<file path="config.mk">
export PLATFORM = sky130hd
export DESIGN_NAME = gpio_mux_port
export DESIGN_NICKNAME = d
export VERILOG_FILES = /design/src/rtl/gpio_port_pkg.sv /design/src/rtl/gpio_port_sync.sv /design/src/rtl/gpio_port_ctrl.sv /design/src/rtl/gpio_port_datapath.sv /design/src/rtl/gpio_mux_port.sv
export SDC_FILE = /design/constraint.sdc
export NUM_CORES = 1
export LEC_CHECK = 0
export BUFFER_PORTS_ARGS = -buffer_cell sky130_fd_sc_hd__buf_2
export CAP_MARGIN = 20
export CORE_MARGIN = 2
export CORE_UTILIZATION = 50
export DETAILED_ROUTE_END_ITERATION = 8
export PLACE_DENSITY_LB_ADDON = 0.2
export SLEW_MARGIN = 0
export SYNTH_ARGS = -nofsm -noshare
export SYNTH_HDL_FRONTEND = slang
export SYNTH_SLANG_ARGS = --single-unit
</file>
<file path="constraint.sdc">
create_clock -name clk -period 4.3 [get_ports clk]
set_input_delay 0.86 -clock clk [delete_from_list [all_inputs] [get_ports clk]]
set_output_delay 0.86 -clock clk [all_outputs]
set_load 0.05 [all_outputs]
</file>
<file path="src/rtl/gpio_port_pkg.sv">
package gpio_port_pkg;

  typedef enum logic [1:0] {
    REG_DATA = 2'd0,
    REG_DIR  = 2'd1,
    REG_FUNC = 2'd2,
    REG_MODE = 2'd3
  } regSel_e;

  localparam int MODE_W    = 3;
  localparam int MODE_OD0  = 0;
  localparam int MODE_OD1  = 1;
  localparam int MODE_XTAL = 2;

  typedef struct packed {
    logic    latchWe;
    logic    dirWe;
    logic    funcWe;
    logic    modeWe;
    regSel_e rdSel;
  } ctrlStrobe_t;

endpackage

</file>
<file path="src/rtl/gpio_port_sync.sv">
module gpio_port_sync #(
  parameter int WIDTH  = 8,
  parameter int STAGES = 2
) (
  input  logic             clk,
  input  logic             rstN,
  input  logic [WIDTH-1:0] asyncIn,
  output logic [WIDTH-1:0] syncOut
);

  logic [WIDTH-1:0] stageQ [STAGES];

  genvar s;
  generate
    for (s = 0; s < STAGES; s++) begin : g_stage
      always_ff @(posedge clk or negedge rstN) begin
        if (!rstN) begin
          stageQ[s] <= '0;
        end else begin
          if (s == 0) stageQ[s] <= asyncIn;
          else        stageQ[s] <= stageQ[(s == 0) ? 0 : s-1];
        end
      end
    end
  endgenerate

  assign syncOut = stageQ[STAGES-1];

endmodule

</file>
<file path="src/rtl/gpio_port_ctrl.sv">
module gpio_port_ctrl
  import gpio_port_pkg::*;
(
  input  logic        regWrEn,
  input  logic [1:0]  regAddr,
  output ctrlStrobe_t strobe
);

  regSel_e sel;

  always_comb begin
    sel            = regSel_e'(regAddr);
    strobe         = '0;
    strobe.rdSel   = sel;
    strobe.latchWe = regWrEn && (sel == REG_DATA);
    strobe.dirWe   = regWrEn && (sel == REG_DIR);
    strobe.funcWe  = regWrEn && (sel == REG_FUNC);
    strobe.modeWe  = regWrEn && (sel == REG_MODE);
  end

endmodule

</file>
<file path="src/rtl/gpio_port_datapath.sv">
module gpio_port_datapath
  import gpio_port_pkg::*;
#(
  parameter int               PIN_W         = 8,
  parameter int               SYNC_STAGES   = 2,
  parameter int               TX0_PIN       = 0,
  parameter int               TX1_PIN       = 3,
  parameter logic [PIN_W-1:0] FUNC_MASK     = 8'h3F,
  parameter logic [PIN_W-1:0] FIXED_OD_MASK = 8'hC0,
  parameter logic [PIN_W-1:0] XTAL_MASK     = 8'hC0,
  parameter logic [PIN_W-1:0] DIR_RESET     = 8'hC0
) (
  input  logic             clk,
  input  logic             rstN,
  input  ctrlStrobe_t      strobe,
  input  logic [PIN_W-1:0] wrData,
  output logic [PIN_W-1:0] rdData,
  input  logic             serTx0,
  input  logic             serTx1,
  input  logic [PIN_W-1:0] pinIn,
  output logic [PIN_W-1:0] pinOut,
  output logic [PIN_W-1:0] pinOe
);

  logic [PIN_W-1:0]  latchQ;
  logic [PIN_W-1:0]  dirQ;
  logic [PIN_W-1:0]  funcQ;
  logic [MODE_W-1:0] modeQ;
  logic [PIN_W-1:0]  syncIn;

  always_ff @(posedge clk or negedge rstN) begin
    if (!rstN) begin
      latchQ <= '1;
      dirQ   <= DIR_RESET;
      funcQ  <= '0;
      modeQ  <= '0;
    end else begin
      if (strobe.latchWe) latchQ <= wrData;
      if (strobe.dirWe)   dirQ   <= wrData;
      if (strobe.funcWe)  funcQ  <= wrData & FUNC_MASK;
      if (strobe.modeWe)  modeQ  <= wrData[MODE_W-1:0];
    end
  end

  gpio_port_sync #(
    .WIDTH (PIN_W),
    .STAGES(SYNC_STAGES)
  ) u_sync (
    .clk    (clk),
    .rstN   (rstN),
    .asyncIn(pinIn),
    .syncOut(syncIn)
  );

  genvar i;
  generate
    for (i = 0; i < PIN_W; i++) begin : g_pin
      localparam bit IS_TX0   = (i == TX0_PIN);
      localparam bit IS_TX1   = (i == TX1_PIN);
      localparam bit IS_TX    = IS_TX0 || IS_TX1;
      localparam bit FIXED_OD = FIXED_OD_MASK[i];
      localparam bit IS_XTAL  = XTAL_MASK[i];

      logic txSrc;
      logic odSel;
      logic srcVal;
      logic driveReq;
      logic odOn;
      logic xtalOn;

      if (IS_TX0) begin : g_tx0
        assign txSrc = serTx0;
        assign odSel = modeQ[MODE_OD0];
      end else if (IS_TX1) begin : g_tx1
        assign txSrc = serTx1;
        assign odSel = modeQ[MODE_OD1];
      end else begin : g_plain
        assign txSrc = 1'b0;
        assign odSel = 1'b0;
      end

      always_comb begin
        srcVal   = (funcQ[i] && IS_TX) ? txSrc : latchQ[i];
        driveReq = funcQ[i] ? IS_TX : dirQ[i];
        odOn     = FIXED_OD || odSel;
        xtalOn   = IS_XTAL && modeQ[MODE_XTAL];
        pinOe[i]  = !xtalOn && driveReq && (!odOn || !srcVal);
        pinOut[i] = !xtalOn && !odOn && srcVal;
      end
    end
  endgenerate

  always_comb begin
    unique case (strobe.rdSel)
      REG_DATA: rdData = (dirQ & latchQ) | (~dirQ & syncIn);
      REG_DIR:  rdData = dirQ;
      REG_FUNC: rdData = funcQ;
      REG_MODE: rdData = {{(PIN_W-MODE_W){1'b0}}, modeQ};
      default:  rdData = '0;
    endcase
  end

endmodule

</file>
<file path="src/rtl/gpio_mux_port.sv">
module gpio_mux_port
  import gpio_port_pkg::*;
#(
  parameter int PIN_W       = 8,
  parameter int SYNC_STAGES = 2
) (
  input  logic             clk,
  input  logic             rstN,
  input  logic             regWrEn,
  input  logic [1:0]       regAddr,
  input  logic [PIN_W-1:0] regWrData,
  output logic [PIN_W-1:0] regRdData,
  input  logic             serTx0,
  input  logic             serTx1,
  input  logic [PIN_W-1:0] pinIn,
  output logic [PIN_W-1:0] pinOut,
  output logic [PIN_W-1:0] pinOe
);

  ctrlStrobe_t strobe;

  gpio_port_ctrl u_ctrl (
    .regWrEn(regWrEn),
    .regAddr(regAddr),
    .strobe (strobe)
  );

  gpio_port_datapath #(
    .PIN_W      (PIN_W),
    .SYNC_STAGES(SYNC_STAGES)
  ) u_data (
    .clk   (clk),
    .rstN  (rstN),
    .strobe(strobe),
    .wrData(regWrData),
    .rdData(regRdData),
    .serTx0(serTx0),
    .serTx1(serTx1),
    .pinIn (pinIn),
    .pinOut(pinOut),
    .pinOe (pinOe)
  );

endmodule

</file>
# Yosys cells after proc, flatten, opt, wreduce, memory -nomap -nowiden
# Index checks and enable logic that the tools add are counted.
dict set report word_totals {
  ff_bits 41
  inputBits 23
  out_inout_bits 24
  wordCells 44
}
dict set report classes {
  eq_ne 3
  muxes 9
  bitwise_logic 4
  reduce_logical 22
}
# cell count
set op_table {}
lappend op_table {{$pmux W8 S4} 1}
lappend op_table {{$and A8 B8 Y8} 2}
lappend op_table {{$logic_and A1 B1 Y1} 12}
lappend op_table {{$mux W1} 8}
lappend op_table {{$not A8 Y8} 1}
lappend op_table {{$or A8 B8 Y8} 1}
lappend op_table {{$logic_not A1 Y1} 7}
lappend op_table {{$eq A2 B2 Y1 const B} 2}
lappend op_table {{$eq A2 B1 Y1 const B} 1}
lappend op_table {{$logic_not A2 Y1} 1}
lappend op_table {{$logic_or A1 B1 Y1} 2}

# Logic depth before layout (Yosys ltp)
# Gate-level depths: netlist of run 1.
dict set report depth {
  ltp_word 4
  ltp_mapped 5
  ltp_nobuf 3
}

# Modules after synthesis
# A second synthesis of run 1 with hierarchy kept.
dict set report unflattened {
  hier_cells 145
  area_unflattened_um2 1864.3
}
# mod instances cells_each area_each_um2 seq_area_each_um2
set by_module_without_submodules {}
lappend by_module_without_submodules {gpio_port_datapath 1 115 1351.3 638.1}
lappend by_module_without_submodules {gpio_port_sync 1 24 460.4 400.4}
lappend by_module_without_submodules {gpio_port_ctrl 1 6 52.6 0.0}

# Least setup slack after synthesis of run 1
# No wires, ideal clock.
dict set report synth_timing {
  path_kind {input-to-output}
  from {in regAddr[1]}
  to {out regRdData[3]}
  arrival_time_ps 2505
  required_time_ps 3440
  slack_ps 935
  stages 5
  path_buffers 2
  cell_sequence {buf_2 -> buf_4 -> nor3b_1 -> a21oi_1 -> o21ai_0}
}
dict set report synth_via {
  elab_chain_len 2
  word_cells_on_any_way 5
  classes_between {eq/ne: 3; mux: 1; reduce/logical: 1}
}
# element line_no
set synth_lines {}
lappend synth_lines {{from (decl)} gpio_mux_port.sv:10} ;# input logic [1:0] regAddr,
lappend synth_lines {{$eq A2 B2 Y1 (tied with other cells)} gpio_port_datapath.sv:94} ;# unique case (strobe.rdSel)
lappend synth_lines {{$pmux W8 S4 (*)} gpio_port_datapath.sv:94}
lappend synth_lines {{to (decl)} gpio_mux_port.sv:12} ;# output logic [PIN_W-1:0] regRdData,
# Every way passes the cells marked *; elsewhere a longest branch is shown, timed or not.

# Worst setup path in the final report of run 1
dict set report layout_timing {
  from {in regAddr[0]}
  to {out regRdData[7]}
}
# The elaborated chain is that of the path after synthesis.

==> run_results.csv, run 1 <==
group,metric,value,unit
outcome,status,"finished, final reports clean",
pwr,peakVddDrop,0.000294,V
setup_path,r2r_cells,1,
global_routing,grt_pass1_wl,5.50,mm
global_routing,antenna_found_initial,0,
route,vias,1094,
sta,clock.fmax,0.351,GHz
clock_network,root_buffer,"clkbuf_4",
sta,worst_slack,1.45,ns
die,die_area,4050,um^2
pwr,p_per_area,525,nW/um^2
global_routing,top_usage_layer,"met2",
final_layout,layout.nets,186,
route,totalWireLength,3.17,mm
final_layout,synthToLayoutAreaGrowth,15.3,%
setup_path,path_class,"in -> out",
setup_path,cp.arrival,1.99,ns
die,io_pins,47,
setup_path,path_max_fanout,17,
yosys,yosys.area.top_type,"dfrtp_1",
pwr,swShare,35.5,%
sta,period_needed,2.85,ns
global_routing,use_met1,24.3,%
yosys,yosysWarnings,0,
clock_network,holdBufCountCts,0,
sta,maxSlewHeadroom,41.8,%
final_layout,drive_gt1_share,60.4,%
clock_network,clk_pin_slew_worst_paths,0.13,ns
die,dieWidth,63.7,um
clock_network,cts_num_sinks,41,
final_layout,seq_area,1040,um^2
pwr,clkPwrFrac,24.4,%
setup_path,crit_path_max_incr_delay,0.49,ns
pwr,pwr-share-comb,29.7,%
clock_network,h-tree-depth,2,
yosys,ys_types,23,
clock_network,cts_tree,"built",
pwr,total_power,1080,uW
sta,worst_slew_pin_slew,0.872,ns
yosys,synth.area.top_cells,"dfrtp_1 44%, mux2_2 18%, dfstp_2 15%, buf_4 4.6%, mux4_2 3.8%",
global_routing,grt_pass1_vias,1106,
route,drtAntennaViolNets,0,
hold_path,hold_path_depth,0,
setup_path,cp-end-kind,"output port",
yosys,syn_inst,125,
sta,finalSetupTns,0,ns
sta,fin_skew,0.0185,ns
sta,rsz0062_at_grt,"false",
setup_path,worstPathCellList,"buf_2, or3b_2, a21oi_1, buf_2",
die,fp-row-count,21,
die,dieHeight,63.7,um
final_layout,final_cell_mix,"44 x buf_2, 31 x dfrtp_1, 28 x mux2_2, 10 x dfstp_2, 7 x a21oi_1",
yosys,synth.avg_cell_area,14.2,um^2
place,port_buffers,44,
final_layout,mostFrequentLayoutCell,"buf_2",
global_routing,grt_overflow,0,
clock_network,clk_latency,0.36,ns
die,core,3390,um^2
clock_network,cts_buffers,5,
sta,hold_ws,0.339,ns
setup_path,crit_slowest_cell,"or3b_2",
clock_network,cts_setup_buffers,0,
pwr,intPower,695,uW
route,drtIter0Drc,47,
place,gp_congestion,0.728,
pwr,sequentialPowerShare,45.8,%
pwr,p_sw,382,uW
sta,finalSetupViolations,0,
hold_path,hold_class,"reg -> reg",
setup_path,cp-start-kind,"primary input",
setup_path,cp.required,3.44,ns
yosys,yosysSeqAreaShare,58.4,%
route,drc,0,
clock_network,post_cts_resized,0,
global_routing,grtUsageMet2,28.0,%
clock_network,clock_path_buffers,2,
sta,finalHoldViolations,0,
final_layout,multi_input_area,643,um^2
route,viasPerCell,5.21,
place,hpwl,2.22,mm
final_layout,nFillCells,277,
flow_run,maxCapViolCount,0,
route,detail_route.wl_per_cell,15.1,um
final_layout,antennaDiodeCount,0,
sta,post-route-period-util,66.2,%
place,dp_slack,1.45,ns
setup_path,cpMostUsedCell,"buf_2",
yosys,syn_area,1780,um^2
global_routing,grtUsageTotal,18.2,%
route,drtPass1Iterations,4,
yosys,ys_ff_latch,41,
global_routing,grt_max_degree,42,
die,initial_utilization,52.5,%
global_routing,grtUsageMet3,5.36,%
sta,drv_slew,0,
pwr,leakage,0.000916,uW
yosys,synth_top_area_share,43.6,%
[routing by layer]
layer	vias up	wire length [um]
met2	32	1580
met3	6	153
met5	-	0
met1	547	1370
li1	509	-
met4	0	64
[Yosys cell counts (all sizes together)]
library cell / number
a31oi: 1
nand2: 1
buf: 14
mux2i: 1
nand3: 2
nor2: 2
dfstp: 10
a21oi: 7
nand3b: 1
dfrtp: 31
mux4: 3
nor2b: 5
or3b: 2
conb: 1
nor3b: 6
o211ai: 3
o21ai: 5
inv: 1
mux2: 29
[critical path, delay by kind of cell]
kind / cells / cell delay [ns]
buffers and inverters: 2 / 0.49
and+or+nand+nor: 1 / 0.49
AOI/OAI and AO/OA: 1 / 0.14
[registers in the layout, indices dropped and copies added (netlist names)]
| register | flops |
|---|---|
| u_data.dirQ | 8 |
| u_data.funcQ | 6 |
| u_data.latchQ | 8 |
| u_data.modeQ | 3 |
| u_data.u_sync.stageQ | 8 |
| u_data.u_sync.syncOut | 8 |
[power groups by stage]
stage          Sequential [uW]  Clock [uW]  Combinational [uW]
2_1_floorplan              487           0                 279
3_3_place_gp               496           0                 319
3_5_place_dp               502           0                 323
4_1_cts                    494         275                 324
5_1_grt                    503         291                 341
6_report                   494         263                 320
[stage by stage]
| step | area, um^2 | util (%) | instances |
|---|---|---|---|
| finish | 2050 | 60.5 | 210 |
| global route | 2050 | 60.5 | 210 |
| CTS | 2050 | 60.5 | 210 |
| detailed placement | 1960 | 57.9 | 202 |
| global placement | 1960 | 57.9 | 202 |
| floorplan | 1780 | - | 126 |
[cell type report]
cell class	instances	share of cell area (%)
clock inverters	2	1.83
clock buffers	6	2.50
inverters	1	0.183
well taps	46	2.80
multi-input cells	70	31.3
repair buffers	44	10.7
flip-flops and latches	41	50.6
[worst paths after layout]
kind	slack [ns]	start	to
hold / removal	0.34	u_data.u_sync.stageQ[11]	u_data.u_sync.syncOut[3]
setup / recovery	1.45	regAddr[0]	regRdData[7]
max in group asynchronous	3.14	rstN	u_data.u_sync.stageQ[11]
setup reg to reg	3.47	u_data.funcQ[0]	u_data.funcQ[0]
min in group asynchronous	0.60	rstN	u_data.funcQ[2]
hold reg to reg	0.34	u_data.u_sync.stageQ[11]	u_data.u_sync.syncOut[3]
[logic make-up after synthesis]
family                 after synthesis  synth area share [%]
AO/OA/AOI/OAI                       16                  4.99
buffers and inverters               15                  5.70
flip-flops                          41                  58.4
multiplexers                        33                  22.7
other                                1                 0.211
AND/OR/NAND/NOR                     19                  8.02
No activity file was read; power rests on OpenSTA's default activity.
==> run 2, diff against run 1 <==
CORE_UTILIZATION = 46   (was 50)
clock period = 2.4 ns   (was 4.3 ns; I/O delays follow)
==> run_results.csv, run 2 (synthesis results as in run 1) <==
group,metric,value,unit
outcome,status,"finished, final reports clean",
die,die_area,4380,um^2
sta,maxSlewHeadroom,41.5,%
setup_path,path_class,"reg -> out",
hold_path,hold_path_depth,1,
clock_network,cts_num_sinks,41,
place,hpwl,2.39,mm
clock_network,post_cts_resized,0,
die,dieWidth,66.2,um
final_layout,final_cell_mix,"44 x buf_2, 31 x dfrtp_1, 28 x mux2_2, 10 x dfstp_2, 7 x a21oi_1",
route,drtIter0Drc,37,
sta,clock.fmax,0.459,GHz
die,dieHeight,66.2,um
global_routing,grtUsageTotal,16.6,%
global_routing,grt_pass1_vias,1109,
pwr,p_per_area,918,nW/um^2
final_layout,synthToLayoutAreaGrowth,15.4,%
clock_network,root_buffer,"clkbuf_8",
die,core,3690,um^2
flow_run,maxCapViolCount,0,
place,dp.cells,205,
pwr,leakage,0.000916,uW
place,gp_congestion,0.734,
sta,finalSetupTns,0,ns
route,vias,1104,
setup_path,cp.required,1.92,ns
sta,drv_slew,0,
clock_network,cts_setup_buffers,0,
global_routing,grt_overflow,0,
global_routing,grt_max_degree,42,
setup_path,cp.arrival,1.70,ns
final_layout,mostFrequentLayoutCell,"buf_2",
sta,fin_skew,0.00334,ns
route,detail_route.wl_per_cell,15.2,um
hold_path,worstHoldStart,"pinIn[2]",
final_layout,layout.nets,187,
sta,rsz0062_at_grt,"false",
setup_path,r2r_setup_slack,1.56,ns
final_layout,design_area,2050,um^2
setup_path,path_max_fanout,4,
pwr,peakVddDrop,0.000432,V
clock_network,cts_buffers,5,
die,initial_utilization,48.2,%
route,totalWireLength,3.25,mm
setup_path,cp-start-kind,"flop",
clock_network,clk_latency,0.28,ns
final_layout,antennaDiodeCount,0,
clock_network,cts_tree,"built",
setup_path,r2r_cells,1,
global_routing,grt_pass1_wl,5.29,mm
setup_path,r2r-start,"u_data.funcQ[0]",
route,drtAntennaViolNets,0,
route,drc,0,
place,port_buffers,44,
hold_path,min_to,"u_data.u_sync.stageQ[10]",
clock_network,h-tree-depth,2,
place,dpl_cell_area,1970,um^2
final_layout,drive_gt1_share,58.8,%
sta,period_needed,2.18,ns
clock_network,clk_pin_slew_worst_paths,0.07,ns
route,viasPerCell,5.18,
die,fp-row-count,22,
sta,finalSetupViolations,0,
setup_path,rr_endpoint,"u_data.funcQ[0]",
sta,worst_slew_pin_slew,0.877,ns
sta,finalHoldViolations,0,
hold_path,hold_class,"in -> reg",
clock_network,holdBufCountCts,0,
route,drtPass1Iterations,4,
final_layout,layout.cells.non_filler,213,
sta,post-route-period-util,90.8,%
die,io_pins,47,
clock_network,clock_path_buffers,2,
setup_path,startpoint,"u_data.dirQ[0]",
setup_path,cp-end-kind,"output port",
global_routing,antenna_found_initial,0,
==> run 2: final cells by class <==
cell class / count / area [um^2]
inverter: 1 / 3.75
sequential: 41 / 1040
fill: 324 / 1640
timing repair buffer: 45 / 228
clock buffer: 8 / 80.1
multi-input combinational: 70 / 643
tap: 48 / 60.1
==> run 2: how the worst max path moves through the flow <==
stage,to,slack (ns)
2_1_floorplan,regRdData[6],0.02
3_3_place_gp,regRdData[7],0.37
3_5_place_dp,regRdData[7],0.35
4_1_cts,regRdData[0],0.21
5_1_grt,regRdData[2],0.16
6_report,regRdData[0],0.22
==> run 2: worst max-delay path: stages, from the launching register on <==
cell and delay, ns:
dfrtp_1 0.40, mux2_2 0.35, mux4_2 0.45, buf_2 0.22
==> run 2: report_power, final <==
group | internal (uW) | total, uW | switching (uW) | leakage, uW
Clock | 206 | 418 | 212 | 0.0000395
Combinational | 192 | 578 | 386 | 0.000408
Sequential | 809 | 888 | 79.5 | 0.000469
==> run 2: per-layer routing <==
layer	part of all wire (%)	track usage [%]	wire length, um
met5	0	0	0
met4	1.4	5.36	44
met3	5.0	5.45	161
met2	51	27.8	1640
met1	43	20.3	1400
==> run 2: per-stage QoR <==
step                      power, uW  hold WS, ns  utilization, %  setup slack, ns
after floorplan                1370        0.184               -           0.0247
final                          1880        0.296            55.7            0.221
after detailed placement       1490        0.338            53.5            0.345
after global placement         1460        0.331            53.5            0.367
after CTS                      1910        0.285            55.7            0.205
after global routing           1990        0.278            55.7            0.165
